===== src/rtl/vic_pkg.sv =====
package vic_pkg;
  localparam int NSRC        = 32;
  localparam int PRIO_W      = 3;
  localparam int VEC_W       = 32;
  localparam int ADDR_W      = 7;
  localparam int STACK_DEPTH = 8;
  localparam int IDX_W       = $clog2(NSRC);

  localparam logic [1:0] GRP_VEC = 2'd0;
  localparam logic [1:0] GRP_CFG = 2'd1;
  localparam logic [1:0] GRP_CTL = 2'd2;

  localparam logic [4:0] REG_ENSET = 5'd0;
  localparam logic [4:0] REG_ENCLR = 5'd1;
  localparam logic [4:0] REG_ENRD  = 5'd2;
  localparam logic [4:0] REG_FFSET = 5'd3;
  localparam logic [4:0] REG_FFCLR = 5'd4;
  localparam logic [4:0] REG_FFRD  = 5'd5;
  localparam logic [4:0] REG_CUR   = 5'd6;
  localparam logic [4:0] REG_FAST  = 5'd7;
  localparam logic [4:0] REG_EOI   = 5'd8;
  localparam logic [4:0] REG_CTRL  = 5'd9;
  localparam logic [4:0] REG_SPUR  = 5'd10;
  localparam logic [4:0] REG_PCLR  = 5'd11;

  typedef enum logic [3:0] {
    RD_NONE, RD_VEC, RD_CFG, RD_EN, RD_FF, RD_CUR, RD_FAST, RD_CTRL, RD_SPUR
  } rdSel_e;

  typedef struct packed {
    logic             wrVec;
    logic             wrCfg;
    logic             enSet;
    logic             enClr;
    logic             ffSet;
    logic             ffClr;
    logic             curAck;
    logic             fastAck;
    logic             eoi;
    logic             wrCtrl;
    logic             wrSpur;
    logic             pendClr;
    logic             rdEn;
    rdSel_e           rdSel;
    logic [IDX_W-1:0] idx;
  } strobe_t;
endpackage


===== src/rtl/vic_arbiter.sv =====
module vic_arbiter
  import vic_pkg::*;
#(
  parameter int N  = NSRC,
  parameter int PW = PRIO_W,
  parameter int IW = IDX_W
) (
  input  logic [N-1:0]  req,
  input  logic [PW-1:0] prio [N],
  output logic          valid,
  output logic [IW-1:0] idx,
  output logic [PW-1:0] level
);
  // Strict greater-than keeps the earliest (lowest-numbered) source on ties.
  always_comb begin
    valid = 1'b0;
    idx   = '0;
    level = '0;
    for (int i = 0; i < N; i++) begin
      if (req[i] && (!valid || prio[i] > level)) begin
        valid = 1'b1;
        idx   = IW'(i);
        level = prio[i];
      end
    end
  end
endmodule


===== src/rtl/vic_ctrl.sv =====
module vic_ctrl
  import vic_pkg::*;
#(
  parameter int AW = ADDR_W
) (
  input  logic          busWr,
  input  logic          busRd,
  input  logic [AW-1:0] busAddr,
  input  logic          protect,
  output strobe_t       st
);
  logic [1:0] grp;
  logic [4:0] reg5;

  assign grp  = busAddr[AW-1:AW-2];
  assign reg5 = busAddr[4:0];

  always_comb begin
    st      = '0;
    st.idx  = busAddr[IDX_W-1:0];
    st.rdEn = busRd;
    unique case (grp)
      GRP_VEC: begin
        st.wrVec = busWr;
        if (busRd) st.rdSel = RD_VEC;
      end
      GRP_CFG: begin
        st.wrCfg = busWr;
        if (busRd) st.rdSel = RD_CFG;
      end
      GRP_CTL: begin
        case (reg5)
          REG_ENSET: st.enSet   = busWr;
          REG_ENCLR: st.enClr   = busWr;
          REG_ENRD:  if (busRd) st.rdSel = RD_EN;
          REG_FFSET: st.ffSet   = busWr;
          REG_FFCLR: st.ffClr   = busWr;
          REG_FFRD:  if (busRd) st.rdSel = RD_FF;
          REG_CUR: begin
            if (busRd) st.rdSel = RD_CUR;
            st.curAck = (busRd && !protect) || (busWr && protect);
          end
          REG_FAST: begin
            if (busRd) st.rdSel = RD_FAST;
            st.fastAck = busRd && !protect;
          end
          REG_EOI:   st.eoi     = busWr;
          REG_CTRL: begin
            st.wrCtrl = busWr;
            if (busRd) st.rdSel = RD_CTRL;
          end
          REG_SPUR: begin
            st.wrSpur = busWr;
            if (busRd) st.rdSel = RD_SPUR;
          end
          REG_PCLR:  st.pendClr = busWr;
          default: ;
        endcase
      end
      default: ;
    endcase
  end
endmodule


===== src/rtl/vic_datapath.sv =====
module vic_datapath
  import vic_pkg::*;
#(
  parameter int N     = NSRC,
  parameter int PW    = PRIO_W,
  parameter int VW    = VEC_W,
  parameter int DEPTH = STACK_DEPTH
) (
  input  logic          clk,
  input  logic          rstN,
  input  logic [N-1:0]  srcIn,
  input  logic [VW-1:0] wdata,
  input  strobe_t       st,
  output logic [VW-1:0] rdata,
  output logic          normIrq,
  output logic          fastIrq,
  output logic          wake,
  output logic          protect
);
  localparam int DW  = $clog2(DEPTH + 1);
  localparam int SPW = $clog2(DEPTH);

  logic [VW-1:0] vecReg [N];
  logic [PW-1:0] prioReg [N];
  logic [N-1:0]  edgeMode, invert, prevSample, edgeLatch;
  logic [N-1:0]  sample, pending, active, normReq;
  logic [N-1:0]  enMask, ffMask;
  logic          gmask;
  logic [VW-1:0] spurVec;
  logic [PW-1:0] stack [DEPTH];
  logic [DW-1:0] depth, depthM1;
  logic [PW-1:0] curLevel;

  logic          bestValid;
  logic [IDX_W-1:0] bestIdx;
  logic [PW-1:0] bestLevel;
  logic          candValid, fastAny, push, pop;

  // Per-source detection and storage
  for (genvar i = 0; i < N; i++) begin : g_src
    assign sample[i]  = srcIn[i] ^ invert[i];
    assign pending[i] = edgeMode[i] ? edgeLatch[i] : sample[i];

    logic hit;
    logic ackClr;
    assign hit    = (st.idx == IDX_W'(i));
    assign ackClr = (st.curAck && candValid && bestIdx == IDX_W'(i))
                 || (st.fastAck && i == 0);

    always_ff @(posedge clk or negedge rstN) begin
      if (!rstN) begin
        vecReg[i]     <= '0;
        prioReg[i]    <= '0;
        edgeMode[i]   <= 1'b0;
        invert[i]     <= 1'b0;
        prevSample[i] <= 1'b0;
        edgeLatch[i]  <= 1'b0;
      end else begin
        prevSample[i] <= sample[i];
        if (st.wrVec && hit) vecReg[i] <= wdata;
        if (st.wrCfg && hit) begin
          prioReg[i]  <= wdata[PW-1:0];
          edgeMode[i] <= wdata[4];
          invert[i]   <= wdata[5];
        end
        if (sample[i] && !prevSample[i])
          edgeLatch[i] <= 1'b1;
        else if ((st.pendClr && wdata[i]) || ackClr)
          edgeLatch[i] <= 1'b0;
      end
    end
  end

  assign active  = pending & enMask;
  assign normReq = active & ~ffMask & {{(N-1){1'b1}}, 1'b0};
  assign fastAny = active[0] || (|(active[N-1:1] & ffMask[N-1:1]));

  vic_arbiter #(.N(N), .PW(PW), .IW(IDX_W)) u_arb (
    .req   (normReq),
    .prio  (prioReg),
    .valid (bestValid),
    .idx   (bestIdx),
    .level (bestLevel)
  );

  // Priority stack
  assign depthM1   = depth - 1'b1;
  assign curLevel  = (depth == '0) ? '0 : stack[depthM1[SPW-1:0]];
  assign candValid = bestValid && ((depth == '0) || (bestLevel > curLevel));
  assign push      = st.curAck && candValid && (depth < DW'(DEPTH));
  assign pop       = st.eoi && (depth != '0);

  always_ff @(posedge clk or negedge rstN) begin
    if (!rstN) begin
      depth <= '0;
      for (int k = 0; k < DEPTH; k++) stack[k] <= '0;
    end else if (push) begin
      stack[depth[SPW-1:0]] <= bestLevel;
      depth <= depth + 1'b1;
    end else if (pop) begin
      depth <= depthM1;
    end
  end

  // Global registers
  always_ff @(posedge clk or negedge rstN) begin
    if (!rstN) begin
      enMask  <= '0;
      ffMask  <= '0;
      gmask   <= 1'b0;
      protect <= 1'b0;
      spurVec <= '0;
    end else begin
      if (st.enSet) enMask <= enMask | wdata[N-1:0];
      if (st.enClr) enMask <= enMask & ~wdata[N-1:0];
      if (st.ffSet) ffMask <= ffMask | wdata[N-1:0];
      if (st.ffClr) ffMask <= ffMask & ~wdata[N-1:0];
      if (st.wrCtrl) begin
        gmask   <= wdata[0];
        protect <= wdata[1];
      end
      if (st.wrSpur) spurVec <= wdata;
    end
  end

  // Read data and outputs
  logic [VW-1:0] cfgWord;
  always_comb begin
    cfgWord = '0;
    cfgWord[PW-1:0] = prioReg[st.idx];
    cfgWord[4] = edgeMode[st.idx];
    cfgWord[5] = invert[st.idx];
  end

  always_ff @(posedge clk or negedge rstN) begin
    if (!rstN) begin
      rdata   <= '0;
      normIrq <= 1'b0;
      fastIrq <= 1'b0;
      wake    <= 1'b0;
    end else begin
      normIrq <= candValid && !gmask;
      fastIrq <= fastAny && !gmask;
      wake    <= |active;
      if (st.rdEn) begin
        case (st.rdSel)
          RD_VEC:  rdata <= vecReg[st.idx];
          RD_CFG:  rdata <= cfgWord;
          RD_EN:   rdata <= VW'(enMask);
          RD_FF:   rdata <= VW'(ffMask);
          RD_CUR:  rdata <= candValid ? vecReg[bestIdx] : spurVec;
          RD_FAST: rdata <= fastAny ? vecReg[0] : spurVec;
          RD_CTRL: rdata <= VW'({protect, gmask});
          RD_SPUR: rdata <= spurVec;
          default: rdata <= '0;
        endcase
      end
    end
  end

  // Assertions
  p_no_overflow_r3: assert property (@(posedge clk) disable iff (!rstN)
    (st.curAck && candValid) |-> (depth < DW'(DEPTH)));

  p_pop_r4: assert property (@(posedge clk) disable iff (!rstN)
    (st.eoi && depth != '0) |=> (depth == $past(depth) - 1'b1));

  p_empty_pop_r4: assert property (@(posedge clk) disable iff (!rstN)
    (st.eoi && depth == '0) |=> (depth == '0));

  p_protect_read_r7: assert property (@(posedge clk) disable iff (!rstN)
    (st.rdEn && st.rdSel == RD_CUR && protect) |=> $stable(depth));

  p_gmask_r9: assert property (@(posedge clk) disable iff (!rstN)
    gmask |=> (!normIrq && !fastIrq));

  p_fast_stack_r12: assert property (@(posedge clk) disable iff (!rstN)
    (st.rdEn && st.rdSel == RD_FAST) |=> $stable(depth));
endmodule


===== src/rtl/vic_top.sv =====
module vic_top
  import vic_pkg::*;
(
  input  logic              clk,
  input  logic              rstN,
  input  logic [NSRC-1:0]   srcIn,
  input  logic              busWr,
  input  logic              busRd,
  input  logic [ADDR_W-1:0] busAddr,
  input  logic [VEC_W-1:0]  busWdata,
  output logic [VEC_W-1:0]  busRdata,
  output logic              normIrqOut,
  output logic              fastIrqOut,
  output logic              wakeOut
);
  strobe_t strobes;
  logic    protect;

  vic_ctrl #(.AW(ADDR_W)) u_ctrl (
    .busWr   (busWr),
    .busRd   (busRd),
    .busAddr (busAddr),
    .protect (protect),
    .st      (strobes)
  );

  vic_datapath #(.N(NSRC), .PW(PRIO_W), .VW(VEC_W), .DEPTH(STACK_DEPTH)) u_dp (
    .clk     (clk),
    .rstN    (rstN),
    .srcIn   (srcIn),
    .wdata   (busWdata),
    .st      (strobes),
    .rdata   (busRdata),
    .normIrq (normIrqOut),
    .fastIrq (fastIrqOut),
    .wake    (wakeOut),
    .protect (protect)
  );

  p_one_ack_r7: assert property (@(posedge clk) disable iff (!rstN)
    $onehot0({strobes.curAck, strobes.fastAck, strobes.eoi}));
endmodule


===== config.mk =====
export PLATFORM = sky130hd
export DESIGN_NAME = vic_top
export DESIGN_NICKNAME = d
export VERILOG_FILES = /design/src/rtl/vic_pkg.sv /design/src/rtl/vic_arbiter.sv /design/src/rtl/vic_ctrl.sv /design/src/rtl/vic_datapath.sv /design/src/rtl/vic_top.sv
export SDC_FILE = /design/constraint.sdc
export NUM_CORES = 2
export LEC_CHECK = 0
export ABC_AREA = 1
export BUFFER_PORTS_ARGS = -buffer_cell sky130_fd_sc_hd__buf_4
export CORE_MARGIN = 8
export CORE_UTILIZATION = 35
export CTS_CLUSTER_SIZE = 16
export DETAILED_ROUTE_END_ITERATION = 10
export PLACE_DENSITY = 0.58
export SYNTH_ARGS = -nofsm -noshare
export SYNTH_HDL_FRONTEND = slang
export SYNTH_SLANG_ARGS = --single-unit

===== constraint.sdc =====
create_clock -name clk -period 80.2 [get_ports clk]
set_clock_uncertainty 0.05 [all_clocks]
set_input_delay 8.02 -clock clk [delete_from_list [all_inputs] [get_ports clk]]
set_output_delay 8.02 -clock clk [all_outputs]
set_load 0.1 [all_outputs]

## Yosys cells after proc, flatten, opt, wreduce, memory -nomap -nowiden

Index checks and enable logic that the tools add are counted.

- Add/subtract/negate cells: 2
- Order comparisons: 38
- Eq/ne operators: 72
- Multiplexer cells: 241
- Bitwise gates (word level): 45
- Reduce and logical (&&, ||, !) cells: 371

Operators by type and width:

| kind | number |
|---|---|
| $bmux 32 s5 | 2 |
| $mux 32 | 10 |
| $pmux 32 s8 | 1 |
| $logic_and 1x1->1 | 199 |
| $eq 5x5->1 const B | 32 |
| $mux 5 | 30 |
| $mux 1 | 143 |
| $and 32x32->32 | 4 |
| $mux 3 | 41 |
| $gt 3x3->1 | 31 |
| $eq 5x4->1 const B | 16 |
| $reduce_bool 2->1 | 35 |
| $logic_or 1x1->1 | 66 |
| $logic_not 1->1 | 64 |
| $not 32->32 | 2 |
| $or 32x32->32 | 2 |
| $eq 5x3->1 const B | 8 |
| $reduce_or 32->1 | 1 |
| $xor 1x1->1 | 32 |
| $and 31x31->31 | 1 |
| $reduce_or 31->1 | 1 |
| $bwmux 24 | 1 |
| $pmux 4 s6 | 1 |
| $eq 5x2->1 const B | 4 |
| other kinds (28) | 42 |

- Flip-flop bits (word level): 1,409
- Input port bits: 75
- Output and inout bits: 35
- Logic and storage cells: 979

## Depth between registers and ports, before layout

- Word-level depth: 134
- Depth in mapped cells: 312
- Gate-level depth less buffers: 310

## Cells and area by module

From an unflattened synthesis, not the netlist that was laid out.

- Cell total of the unflattened synthesis: 12,415
- Area, all modules: 82,238.9 um^2

By module, submodules not included:

| module | instances | cells each | area an instance (um^2) | seq. area each (um^2) |
|---|---|---|---|---|
| vic_datapath | 1 | 11,589 | 77,623.2 | 35,258.8 |
| vic_arbiter | 1 | 754 | 4,256.6 | 0.0 |
| vic_ctrl | 1 | 72 | 359.1 | 0.0 |

## Worst setup path after synthesis

Ideal clock, no wire load.

- Kind: input to register
- Start point: input port srcIn[1]
- End point: register u_dp.stack[3] (netlist name)
- Setup time: 0.077 ns
- Arrival: 40.176 ns
- Data required time: 80.073 ns
- Path slack: 39.898 ns
- Cell stages on the path: 295
- Path buffers: 3
- Cells stage by stage: inv_1 > nand2_1 > nand3_2 > nand3_2 > nor2_1 > inv_1 > ha_1 > nand2_1 > nand2_1 > nor2_1 > nor2_1 > o21ai_2 > nand2_1 > and2_1 > ha_1 > nand2_1 > o21ai_0 > nand2_1 > [... 259 more ...] > clkbuf_1 > nand2_1 > o21ai_0 > inv_1 > ha_1 > nand2_1 > o21ai_0 > nand2_1 > nand2_1 > nand2_4 > inv_6 > nand2_4 > nor2_4 > inv_2 > buf_6 > nor3_2 > nand2_1 > o21ai_1

- Word-level cells in the longest chain between the ends: 130
- Elaborated cells between the ends (all ways): 192
- Classes of those cells: order compare (31); mux (64); bitwise (3); reduce/logical (94)

RTL lines:

| what | line | RTL |
|---|---|---|
| start, declared | vic_top.sv:6 | `input logic [NSRC-1:0] srcIn,` |
| $xor 1x1->1 * | vic_datapath.sv:41 | `assign sample[i] = srcIn[i] ^ invert[i];` |
| $mux 1 * | vic_datapath.sv:42 | `assign pending[i] = edgeMode[i] ? edgeLatch[i] : sample[i];` |
| $and 32x32->32 * | vic_datapath.sv:74 | `assign active = pending & enMask;` |
| $and 32x32->32 * | vic_datapath.sv:75 | `assign normReq = active & ~ffMask & {{(N-1){1'b1}}, 1'b0};` |
| $mux 3 / $mux 1 (equally long branches) | vic_arbiter.sv:20 | `if (req[i] && (!valid \|\| prio[i] > level)) begin` |
| $gt 3x3->1 / $logic_not 1->1 (equally long branches) | vic_arbiter.sv:20 |  |
| $logic_or 1x1->1 | vic_arbiter.sv:20 |  |
| $logic_and 1x1->1 | vic_arbiter.sv:20 |  |
| [... 114 more ...] | -- |  |
| $logic_or 1x1->1 | vic_arbiter.sv:20 |  |
| $logic_and 1x1->1 | vic_arbiter.sv:20 |  |
| $mux 3 * | vic_arbiter.sv:20 |  |
| net u_dp.bestLevel[2] | vic_datapath.sv:36 | `logic [PW-1:0] bestLevel;` |
| $gt 3x3->1 * | vic_datapath.sv:89 | `assign candValid = bestValid && ((depth == '0) \|\| (bestLevel > curLevel));` |
| $logic_or 1x1->1 * | vic_datapath.sv:89 |  |
| $logic_and 1x1->1 * | vic_datapath.sv:89 |  |
| $logic_and 1x1->1 * (2 in a row) | vic_datapath.sv:90 | `assign push = st.curAck && candValid && (depth < DW'(DEPTH));` |
| end signal, assigned by index | vic_datapath.sv:98 | `stack[depth[SPW-1:0]] <= bestLevel;` |
| end, declared | vic_datapath.sv:30 | `logic [PW-1:0] stack [DEPTH];` |

The timed path passes the listed nets; every way through them passes the cells marked *.
A chain may end at the register's enable or synchronous reset.

## Worst setup path after layout

- Start point: input port srcIn[1]
- End point: register u_dp.rdata[1]

- Word-level cells in the longest chain between the ends: 131
- Elaborated cells between the ends (all ways): 230
- Classes of those cells: order compare (31); mux (100); bitwise (5); reduce/logical (94)

RTL lines:

| what | line | RTL |
|---|---|---|
| $xor 1x1->1 * | vic_datapath.sv:41 |  |
| $mux 1 * | vic_datapath.sv:42 |  |
| $and 32x32->32 * | vic_datapath.sv:74 |  |
| $and 32x32->32 | vic_datapath.sv:75 |  |
| $mux 3 / $mux 1 (equally long branches) | vic_arbiter.sv:20 |  |
| $gt 3x3->1 / $logic_not 1->1 (equally long branches) | vic_arbiter.sv:20 |  |
| $logic_or 1x1->1 | vic_arbiter.sv:20 |  |
| $logic_and 1x1->1 | vic_arbiter.sv:20 |  |
| [... 114 more ...] | -- |  |
| $logic_or 1x1->1 | vic_arbiter.sv:20 |  |
| $logic_and 1x1->1 | vic_arbiter.sv:20 |  |
| $mux 5 | vic_arbiter.sv:20 |  |
| $not 5->6 (not written as such) | vic_datapath.sv:151 | `RD_CUR: rdata <= candValid ? vecReg[bestIdx] : spurVec;` |
| $bmux 32 s5 | vic_datapath.sv:151 |  |
| $mux 32 (not written as such) (2 in a row) | vic_datapath.sv:151 |  |
| $mux 32 | vic_datapath.sv:151 |  |
| $pmux 32 s8 * | vic_datapath.sv:146 | `case (st.rdSel)` |
| end signal, assigned | vic_datapath.sv:147 | `RD_VEC: rdata <= vecReg[st.idx];` |
| end signal, assigned | vic_datapath.sv:151 |  |
| end signal, assigned | vic_datapath.sv:152 | `RD_FAST: rdata <= fastAny ? vecReg[0] : spurVec;` |
| end, declared | vic_datapath.sv:14 | `output logic [VW-1:0] rdata,` |

Every way passes the cells marked *; elsewhere a longest branch is shown, timed or not. The select of a mux whose other input is x is not followed.

==> out/results.ini <==
[outcome]
outcome = finished, final reports clean

[sta]
setup_viol = 0
min_period_over_period = 0.5904
post-route-min-period_ns = 47.35
setup_ws_ns = 32.85
tns_ns = 0
max_clock_freq_mhz = 21.12
grt_setup_unrepaired = false
drv_slew = 0
worstMarginPinSlew_ns = 1.310
hold_viol = 0
max_slew_margin = 0.1255

[cts]
cts_max_level = 4
cts_post_setup_buffers_inserted = 0
cts.sinks = 1409
cts_resized = 0
cts_made_buffers = 160
worstSkewPairLatency_ns = 0.87
cts.hold.buffers_added = 0
cts_tree = done
cts_buffer_depth = 3
clk_pin_slew_ns = 0.06
root_buffer = clkbuf_16

[synthesis]
synth-edff-count = 0
yosysSeqAreaShare = 0.4773
syn_area_um2 = 73870
synth_commonest_cells = nand2_1 (2,147), o21ai_0 (1,707), dfrtp_1 (1,409)
yosysTopAreaCell = dfrtp_1
yosysMostFrequentCell = nand2_1
ys_types = 61
yosys-top-cells-area = dfrtp_1 (48%), o21ai_0 (12%), nand2_1 (11%)
netlist.area_leader.share = 0.4773
syn_inst = 9516
yosysWarnings = 0
ys_ff_latch = 1409
synth_flop_cell = dfrtp_1
syn_nets = 9663
async_flop_share = 1.000
postSynthAreaPerCell_um2 = 7.762

[critical_path]
slowest_stage = buf_4
worst-path-buf-inv = 36
critPathMaxFanout = 57
cp-start-kind = input port
worst_setup_path_end_kind = flip-flop
path_delay_family = compound AO/OA/AOI/OAI gates
cp.required_ns = 80.91
cp.arrival_ns = 48.06
critPathMostFrequentCell = o21ai_0
max_stage_delay_ns = 0.95
crit_type = in -> reg

[layout]
final_util = 0.3937
instances_no_fill = 12195
areaGrowthSynthToFinish_pct = 11.81
nFillCells = 21603
layout.nets = 9399
drive_gt1_frac = 0.07583

[drt]
top_layer = met5
wl_met1_mm = 137.6
wl_per_cell_um = 28.85
drt_iter0_drc = 12041
routed-wl-met2_mm = 146.6
ant_nets = 0
wl_met3_mm = 44.48
routed_via_density = 6.082
drt-total-wl_mm = 351.8
dr.pass1.iters = 7
remaining_drc_errors = 0
vias = 74170

[placed_design]
gp_congestion = 1.027
portBuffers = 109
placed_cells_incl_taps = 11895
place_ws_ns = 32.29
hpwl_mm = 207.6

[pwr]
p_seq_frac = 0.284
combPwrFrac = 0.450
p_int_mw = 1.568
switching_power_mw = 1.319
total_power_mw = 2.887
leakagePower_nw = 36.98
switching_share = 0.4570
irDropWorstVdd_mv = 0.03278
pwr-share-clk = 0.266
p_per_area_nw_per_um2 = 34.96

[global_routing]
gr-total-overflow = 0
grt_usage = 0.2998
grt_antenna_before_repair = 27
grt_start_max_net_pins = 168
grt_pass1_vias = 69060
grt_pass1_wl_mm = 501.5

[run]
maxCapViolCount = 0

[die]
die_h_um = 475.4
initial_utilization = 0.3521
core_um2 = 209800
rows = 168
die_w_um = 475.4
dieArea_um2 = 226000
io_pins = 110

[worst_hold_path]
hold_path_class = reg -> reg

[worst register-to-register path: cells and delay by family (launching register included)]
kind                       cells  cell delay (ns)
AOI/OAI and AO/OA             75            13.18
and+or+nand+nor              136            13.02
adders and majority gates     30             9.35
DFF                            1             0.37
buffers and inverters         35             4.61
[power by group through the flow]
stage / Sequential (mW) / Combinational, mW / Clock [mW]
6_report: 0.821 / 1.30 / 0.767
5_1_grt: 0.827 / 1.39 / 0.800
4_1_cts: 0.819 / 1.26 / 0.772
3_5_place_dp: 0.831 / 1.25 / 0
3_3_place_gp: 0.829 / 1.25 / 0
2_1_floorplan: 0.828 / 0.784 / 0
[kinds of logic after synthesis]
family | synth area share
and+or+nand+nor | 0.1905
DFF | 0.4773
xor gates and xnor gates | 0.004015
adders and majority gates | 0.01220
buffers and inverters | 0.07190
AOI/OAI and AO/OA | 0.2441
[worst paths after layout]
kind	startpoint	end	slack, ns	depth (start not counted)
setup / recovery	srcIn[1]	u_dp.rdata[1]	32.85	277
hold / removal	u_dp.prevSample[3]	u_dp.edgeLatch[3]	0.40	1
setup reg to reg	u_dp.edgeMode[1]	u_dp.rdata[1]	39.66	276
hold reg to reg	u_dp.prevSample[3]	u_dp.edgeLatch[3]	0.40	1
max in group asynchronous	rstN	u_dp.vecReg[680]	69.37	4
min in group asynchronous	rstN	u_dp.vecReg[797]	7.13	1
[through the flow]
stage | hold slack, ns | area, um2
2_1_floorplan | 0.3686 | 73870
3_3_place_gp | 0.3813 | 77110
3_5_place_dp | 0.3825 | 77110
4_1_cts | 0.3898 | 82560
5_1_grt | 0.4067 | 82560
6_report | 0.4001 | 82590
[cells in the final DEF, fill, tap and decap left out, types with 104 or more instances in the layout]
cell type,n
nand3_1,204
dfrtp_1,1409
clkbuf_16,160
o21ai_1,138
inv_1,621
a21oi_1,305
o22ai_1,478
nand2_1,2123
o21ai_0,1705
buf_4,265
a22oi_1,104
nor2_1,886
[registers in the layout, indices dropped and copies added, names as in the netlist, 4 cells and up, named ones only]
name             flops
u_dp.edgeLatch      32
u_dp.vecReg       1024
u_dp.edgeMode       32
u_dp.stack          24
u_dp.invert         32
u_dp.rdata          32
u_dp.depth           4
u_dp.prioReg        96
u_dp.spurVec        32
u_dp.prevSample     32
[area by class of cell]
| class | count | area, um2 | share of cell area |
|---|---|---|---|
| inverters | 658 | 2495 | 0.03021 |
| diodes | 14 | 35.03 | 0.0004242 |
| clock inverters | 41 | 664.4 | 0.008044 |
| repair buffers | 272 | 2137 | 0.02588 |
| well taps | 2805 | 3510 | 0.04249 |
| multi-input cells | 6751 | 33710 | 0.4081 |
| flip-flops and latches | 1409 | 35260 | 0.4269 |
| clock buffers | 245 | 4783 | 0.05792 |
[per-layer routing]
metal | GRT usage | vias up
met5 | 0 | -
met4 | 0.1659 | 20
met3 | 0.07995 | 1078
met2 | 0.4414 | 5355
met1 | 0.4006 | 35855
li1 | - | 31862
No activity file was read; power rests on OpenSTA's default activity.
